[config.mk]
export PLATFORM = sky130hd
export DESIGN_NAME = quad_pulse_decoder
export DESIGN_NICKNAME = d
export VERILOG_FILES = /design/src/rtl/qpd_pkg.sv /design/src/rtl/qpd_sync.sv /design/src/rtl/qpd_quad_eval.sv /design/src/rtl/qpd_pulse_eval.sv /design/src/rtl/quad_pulse_decoder.sv
export SDC_FILE = /design/constraint.sdc
export NUM_CORES = 1
export LEC_CHECK = 0
export BUFFER_PORTS_ARGS = -buffer_cell sky130_fd_sc_hd__buf_2
export CORE_AREA = 4 4 41 43
export CTS_CLUSTER_DIAMETER = 50
export CTS_CLUSTER_SIZE = 16
export DETAILED_ROUTE_END_ITERATION = 7
export DIE_AREA = 0 0 45 47
export PLACE_DENSITY_LB_ADDON = 0.3
export SLEW_MARGIN = 30
export SYNTH_ARGS = -nofsm -noshare
export SYNTH_HDL_FRONTEND = slang
export SYNTH_SLANG_ARGS = --single-unit
[constraint.sdc]
create_clock -name clk -period 4.25 [get_ports clk]
set_input_delay 0 -clock clk [delete_from_list [all_inputs] [get_ports clk]]
set_output_delay 0 -clock clk [all_outputs]
set_load 0.005 [all_outputs]
[src/rtl/qpd_pkg.sv]
package qpd_pkg;

  // Resolution of quadrature counting
  typedef enum logic [1:0] {
    EV_X1  = 2'b00,
    EV_X2  = 2'b01,
    EV_X4  = 2'b10,
    EV_X4B = 2'b11
  } edge_eval_e;

  // One evaluated step of the input pair
  typedef struct packed {
    logic up;
    logic dn;
    logic abn;
  } step_t;

  localparam int unsigned LINES = 2;

endpackage

[src/rtl/qpd_sync.sv]
module qpd_sync #(
  parameter int unsigned STAGES = 2,
  parameter int unsigned WIDTH  = 2
) (
  input  logic             clk,
  input  logic             rst_n,
  input  logic [WIDTH-1:0] d,
  output logic [WIDTH-1:0] q
);

  logic [STAGES-1:0][WIDTH-1:0] stg_q;
  logic [STAGES-1:0][WIDTH-1:0] stg_d;

  // next-state: shift the chain by one stage
  always_comb begin
    stg_d[0] = d;
    for (int s = 1; s < STAGES; s++) begin
      stg_d[s] = stg_q[s-1];
    end
  end

  always_ff @(posedge clk or negedge rst_n) begin
    if (!rst_n) stg_q <= '0;
    else        stg_q <= stg_d;
  end

  assign q = stg_q[STAGES-1];

endmodule

[src/rtl/qpd_quad_eval.sv]
module qpd_quad_eval
  import qpd_pkg::*;
(
  input  logic [1:0]  prev_ab,   // {A,B} previous sample
  input  logic [1:0]  cur_ab,    // {A,B} current sample
  input  edge_eval_e  edge_sel,
  input  logic        dir_inv,
  output step_t       step
);

  logic a_chg, b_chg, cw, qual;

  always_comb begin
    a_chg = prev_ab[1] ^ cur_ab[1];
    b_chg = prev_ab[0] ^ cur_ab[0];
    // clockwise: A change with new A != B, or B change with new B == A
    if (a_chg) cw = cur_ab[1] ^ cur_ab[0];
    else       cw = ~(cur_ab[1] ^ cur_ab[0]);
    unique case (edge_sel)
      EV_X1:   qual = a_chg & ~b_chg & ~cur_ab[0];
      EV_X2:   qual = a_chg & ~b_chg;
      default: qual = a_chg ^ b_chg;
    endcase
    step.abn = a_chg & b_chg;
    step.up  = qual & (cw ^ dir_inv);
    step.dn  = qual & ~(cw ^ dir_inv);
  end

endmodule

[src/rtl/qpd_pulse_eval.sv]
module qpd_pulse_eval
  import qpd_pkg::*;
(
  input  logic [1:0] prev_ud,   // {up,down} previous sample
  input  logic [1:0] cur_ud,    // {up,down} current sample
  input  logic       dir_inv,
  output step_t      step
);

  logic up_rise, dn_rise, net;

  always_comb begin
    up_rise  = cur_ud[1] & ~prev_ud[1];
    dn_rise  = cur_ud[0] & ~prev_ud[0];
    net      = up_rise ^ dn_rise;   // coincident edges cancel
    step.abn = 1'b0;
    step.up  = net & (up_rise ^ dir_inv);
    step.dn  = net & ~(up_rise ^ dir_inv);
  end

endmodule

[src/rtl/quad_pulse_decoder.sv]
module quad_pulse_decoder
  import qpd_pkg::*;
#(
  parameter int unsigned SYNC_STAGES = 2
) (
  input  logic       clk,
  input  logic       rst_n,
  input  logic       mode_updn,
  input  logic       line_a,
  input  logic       line_b,
  input  logic [1:0] edge_sel,
  input  logic       dir_inv,
  input  logic       err_clr,
  output logic       cnt_up,
  output logic       cnt_dn,
  output logic       dir_flag,
  output logic       abn_flag
);

  logic [LINES-1:0] raw_in, smp_cur, smp_prev_q;
  step_t            quad_step, pulse_step, sel_step;
  logic             up_d, dn_d, dir_d, abn_d;
  logic             up_q, dn_q, dir_q, abn_q;

  assign raw_in = {line_a, line_b};

  qpd_sync #(.STAGES(SYNC_STAGES), .WIDTH(LINES)) u_sync (
    .clk   (clk),
    .rst_n (rst_n),
    .d     (raw_in),
    .q     (smp_cur)
  );

  qpd_quad_eval u_quad (
    .prev_ab  (smp_prev_q),
    .cur_ab   (smp_cur),
    .edge_sel (edge_eval_e'(edge_sel)),
    .dir_inv  (dir_inv),
    .step     (quad_step)
  );

  qpd_pulse_eval u_pulse (
    .prev_ud (smp_prev_q),
    .cur_ud  (smp_cur),
    .dir_inv (dir_inv),
    .step    (pulse_step)
  );

  // next-state
  always_comb begin
    sel_step = mode_updn ? pulse_step : quad_step;
    up_d     = sel_step.up;
    dn_d     = sel_step.dn;
    abn_d    = sel_step.abn | (abn_q & ~err_clr);
    if (sel_step.dn)      dir_d = 1'b1;
    else if (sel_step.up) dir_d = 1'b0;
    else                  dir_d = dir_q;
  end

  // registers
  always_ff @(posedge clk or negedge rst_n) begin
    if (!rst_n) begin
      smp_prev_q <= '0;
      up_q       <= 1'b0;
      dn_q       <= 1'b0;
      dir_q      <= 1'b0;
      abn_q      <= 1'b0;
    end else begin
      smp_prev_q <= smp_cur;
      up_q       <= up_d;
      dn_q       <= dn_d;
      dir_q      <= dir_d;
      abn_q      <= abn_d;
    end
  end

  assign cnt_up   = up_q;
  assign cnt_dn   = dn_q;
  assign dir_flag = dir_q;
  assign abn_flag = abn_q;


  updn_excl_chk: assert property (@(posedge clk) disable iff (!rst_n)
    !(cnt_up && cnt_dn));


  abn_silent_chk: assert property (@(posedge clk) disable iff (!rst_n)
    $rose(abn_flag) |-> (!cnt_up && !cnt_dn));


  abn_sticky_chk: assert property (@(posedge clk) disable iff (!rst_n)
    (abn_flag && !err_clr) |=> abn_flag);


  abn_pulse_mode_chk: assert property (@(posedge clk) disable iff (!rst_n)
    (!abn_flag && mode_updn) |=> !abn_flag);


  dir_dn_chk: assert property (@(posedge clk) disable iff (!rst_n)
    cnt_dn |-> dir_flag);


  dir_up_chk: assert property (@(posedge clk) disable iff (!rst_n)
    cnt_up |-> !dir_flag);

endmodule

== Yosys cells after proc, flatten, opt, wreduce, memory -nomap -nowiden ==
Index checks and enable logic that the tools add are counted.

* Logic and storage cells: 41
* Bits in registers: 10

* Equality and inequality tests: 1
* Bitwise gates (word level): 26
* Mux-type cells: 5
* Reduce and logical (&&, ||, !) cells: 2

{| class="wikitable"
|+ Operator list
! cell !! count
|-
| AND 1 bit || 10
|-
| inverter 1 bit || 8
|-
| XOR 1 bit || 7
|-
| 2-to-1 mux 1 bit || 3
|-
| 2-to-1 mux 3 bit || 1
|-
| equality test 2 x 1 -> 1 bit (second input constant) || 1
|-
| logical NOT 2 bit || 1
|-
| case mux 1 bit (2 select lines) || 1
|-
| nonzero test 2 bit || 1
|-
| bitwise OR 1 bit || 1
|}

== Longest topological paths before layout ==
* Depth after elaboration: 9
* Gate-level depth with buffers: 8

== Hierarchy ==
A second synthesis with hierarchy kept.

* Cells, all modules: 43
* Area, all modules: 483.0 µm²

{| class="wikitable"
|+ Modules (own cells, without submodules)
! module !! instances !! cells an instance !! area each (µm²) !! sequential area each (µm²)
|-
| quad_pulse_decoder || 1 || 16 || 220.2 || 150.1
|-
| qpd_sync || 1 || 4 || 100.1 || 100.1
|-
| qpd_quad_eval || 1 || 13 || 98.8 || 0.0
|-
| qpd_pulse_eval || 1 || 10 || 63.8 || 0.0
|}

== Worst setup path after synthesis ==
Ideal clock, no wire load.

* Kind: flip-flop to flip-flop
* Start point: register u_sync.stg_q, in the netlist u_sync.q[1]
* End point: register dn_q (netlist: cnt_dn)
* Cell stages (with the launch flop): 8
* Data arrival time: 1454 ps
* Data required time: 4124 ps
* Buffers on the path: 0
* Setup slack: 2670 ps
* Path through: dfrtp_1 -> ha_1 -> inv_1 -> ha_1 -> nor2b_1 -> a31oi_1 -> nand2b_1 -> o21ai_2

* Word-level cells in the longest chain between the ends: 7
* Elaborated cells between the ends (all ways): 17

{| class="wikitable"
|+ RTL lines
! element !! RTL line !! RTL
|-
| start: declaration || qpd_sync.sv:11 || <nowiki>logic [STAGES-1:0][WIDTH-1:0] stg_q;</nowiki>
|-
| start signal: assignment || qpd_sync.sv:24 || <nowiki>else stg_q <= stg_d;</nowiki>
|-
| parallel branches: the longest is 6 deep, another holds case mux 1 bit (2 select lines) || -- ||
|-
| 2-to-1 mux 3 bit (*) || quad_pulse_decoder.sv:51 || <nowiki>sel_step = mode_updn ? pulse_step : quad_step;</nowiki>
|-
| end signal: assignment || quad_pulse_decoder.sv:71 || <nowiki>dn_q <= dn_d;</nowiki>
|-
| end: declaration || quad_pulse_decoder.sv:23 || <nowiki>logic up_q, dn_q, dir_q, abn_q;</nowiki>
|}

Mark *: on every way between the ends.
A chain may end at the register's enable or synchronous reset.

== Worst setup path in the final report ==
Same ends and word-level chain as after synthesis.

==> flow_summary.ini <==
[power]
power_per_cell_area_nw_per_um2 = 341.6
p_seq_share_pct = 51.3
power.switching_fraction_pct = 25.20
pwr-share-comb_pct = 20.7
worst_ir_drop_vdd_mv = 0.1547
p_sw_mw = 0.05331
share_clk_of_total_power_pct = 28.0
power.internal_mw = 0.1582
power.leakage_nw = 0.3093

[cells_and_area]
final_cell_mix = 12 x sky130_fd_sc_hd__buf_2, 10 x sky130_fd_sc_hd__dfrtp_1, 8 x sky130_fd_sc_hd__inv_1
fill_cells = 133
multi_input_area_um2 = 197.7
insertedDiodeCount = 0
flow.area_growth_from_synthesis_pct = 29.58
final_common_cell = sky130_fd_sc_hd__buf_2
share_of_post_route_cells_with_drive_strength_above_1_pct = 26.56
ff_latch_area_um2 = 250.2
final_area_um2 = 619.3
num-nets-final = 79

[yosys]
synth_seq_area_share_pct = 52.36
syn_inst = 45
synth_area_per_cell_um2 = 10.62
synth.yosys.warnings = 0
syn-num-nets = 58
synth.lib_cells_used.distinct = 19
ys_seq_elements = 10
syn_area_um2 = 478.0

[critical_path]
required_ns = 4.39
arrival_ns = 1.89
cpMaxStageDelayCell = sky130_fd_sc_hd__dfrtp_1
cp_num_cells = 7
reg2reg_slack_ns = 2.50
cp-start-kind = flop
worst-setup-path-type = reg -> reg
crit_chain = ha_1, inv_1, ha_1, nor2b_1, a31oi_1, nand2b_1, o21ai_2
critPathCapture = cnt_dn$_DFF_PN0_
worst_r2r_endpoint = cnt_dn$_DFF_PN0_
cp_common_cell = sky130_fd_sc_hd__ha_1
regToRegStartpoint = u_sync.q[1]$_DFF_PN0_
path_max_fanout = 3
endpoint_kind = flop
timing.critical_path.from = u_sync.q[1]$_DFF_PN0_
rr_worst_depth = 7
critPathTopFamily = adder cells
path_buf_inv = 1
slowest_delay_ns = 0.41

[global_routing]
gr-usage-all-layers_pct = 10.32
grt_max_degree = 11
grt_first_pass_wirelength_mm = 1.490
antenna_found_initial = 0
overflow = 0
grt_pass1_vias = 343

[placed_design]
gp_routability_congestion = 0.7696
placed_area_um2 = 556.8
place.port_buffers = 12
detailed_place_hpwl_um = 635.1
dp_slack_ns = 2.489

[clocking]
cts.root.buffer_cell = sky130_fd_sc_hd__clkbuf_4
post_cts_hold_buffer_count = 4
post_cts_gate_resize_count = 0
cts_tree = yes
cts_inserted_buffers = 3
path_clk_slew_ns = 0.06
max-clock-path-buffers = 2
clock_latency_ns = 0.25
cts_post_setup_buffers_inserted = 0
cts.sink_count = 10
cts_htree_levels = 1

[floorplan]
chipHeight_um = 47
top_level_ports = 13
num_rows = 13
design.core.area_um2 = 1301
die-width_um = 45
design.die.area_um2 = 2115
start_util_pct = 36.73

[sta]
setup_slack_ns = 2.500
min_period_ns = 1.750
final.setup_skew_ns = 0.004935
report.final.hold_viol_count = 0
final-max-slew-violation-count = 0
period_utilisation_layout_pct = 41.17
finalSetupViolCount = 0
maxClockFrequency_ghz = 0.5715
fin_tns_setup_ns = 0
worst_slew_pin_slew_ns = 0.3139
slew-limit-headroom_pct = 78.98
unrepaired_setup_endpoints_after_global_routing = no

[drt]
drc = 0
detail_route.iter0.violations = 2
routed_wl_um = 800
post_drt_wl_per_cell_um = 10.13
drt-pass1-iter-count = 2
postRouteAntennaNets = 0
vias_per_cell = 4.544
route.vias.total = 359

[flow_run]
timing.max_cap.violations = 0

[status]
run_status = finished clean

[min_path]
worst_min_delay_path_class = in -> reg
min_path_cells = 2
==> synthesized netlist by cell type <==
master / n / share of area, %
sky130_fd_sc_hd__dfrtp_1: 10 / 52
sky130_fd_sc_hd__o21ai_0: 2 / 2.1
sky130_fd_sc_hd__ha_1: 4 / 10
sky130_fd_sc_hd__inv_1: 8 / 6.3
sky130_fd_sc_hd__nor3b_1: 1 / 1.6
sky130_fd_sc_hd__xnor2_1: 3 / 5.5
sky130_fd_sc_hd__o22ai_1: 1 / 1.3
sky130_fd_sc_hd__a21oi_2: 1 / 1.8
sky130_fd_sc_hd__nor3_1: 1 / 1.0
sky130_fd_sc_hd__a31oi_1: 1 / 1.3
sky130_fd_sc_hd__nand3b_1: 1 / 1.6
sky130_fd_sc_hd__o21ai_2: 1 / 1.8
sky130_fd_sc_hd__a21oi_1: 1 / 1.0
sky130_fd_sc_hd__nor2b_1: 1 / 1.3
sky130_fd_sc_hd__o31ai_1: 1 / 1.6
sky130_fd_sc_hd__nor2_1: 2 / 1.6
sky130_fd_sc_hd__nand2b_1: 3 / 3.9
sky130_fd_sc_hd__o31a_1: 1 / 1.8
sky130_fd_sc_hd__nand2_1: 2 / 1.6
==> registers in the layout (all words and copies together) (netlist names) <==
name,cells
dir_flag,1
cnt_up,1
abn_flag,1
u_sync.stg_d,2
cnt_dn,1
u_sync.q,2
smp_prev_q,2
==> power by group through the flow <==
stage          logic, mW  registers [mW]  clock network, mW
2_1_floorplan     0.0245           0.110                  0
3_3_place_gp      0.0411           0.110                  0
3_5_place_dp      0.0418           0.110                  0
4_1_cts           0.0447           0.108             0.0634
5_1_grt           0.0510           0.109             0.0709
6_report          0.0438           0.108             0.0592
==> worst min path at each step <==
| stage | slack [ns] | start | to |
|---|---|---|---|
| CTS | 0.006 | mode_updn | cnt_dn$_DFF_PN0_ |
| floorplan | -0.30 | rst_n | abn_flag$_DFF_PN0_ |
| global route | 0.003 | mode_updn | cnt_dn$_DFF_PN0_ |
| global placement | -0.13 | rst_n | cnt_up$_DFF_PN0_ |
| finish | 0.01 | mode_updn | cnt_dn$_DFF_PN0_ |
| detailed placement | -0.13 | rst_n | cnt_up$_DFF_PN0_ |
==> metal layers <==
| layer | routed length, um | track usage [%] |
|---|---|---|
| met2 | 390 | 16.95 |
| met4 | 0 | 5.263 |
| met3 | 55 | 4.598 |
| met5 | 0 | 0 |
| met1 | 354 | 11.32 |
==> cell type report <==
type	count	share of cell area, %
sequential	10	40.40
multi-input combinational	27	31.92
timing repair buffer	16	16.16
inverter	8	4.848
clock buffer	3	3.636
tap	15	3.030
==> logic make-up after synthesis <==
kind of cell | Yosys count | share of synthesized area [%]
AND/OR/NAND/NOR | 11 | 12.57
flip-flops | 10 | 52.36
AO/OA/AOI/OAI | 9 | 12.83
buffers and inverters | 8 | 6.283
adder cells (fa/ha/maj) | 4 | 10.47
XOR/XNOR | 3 | 5.498
==> per-stage QoR <==
step | total power, mW | cells | util [%] | hold slack (ns)
floorplan | 0.1348 | 45 | - | -0.2956
global placement | 0.1508 | 72 | 42.79 | -0.1271
detailed placement | 0.1520 | 72 | 42.79 | -0.1290
CTS | 0.2165 | 79 | 47.60 | 0.006241
global route | 0.2313 | 79 | 47.60 | 0.002992
finish | 0.2115 | 79 | 47.60 | 0.01138
No activity file was read; power rests on OpenSTA's default activity.
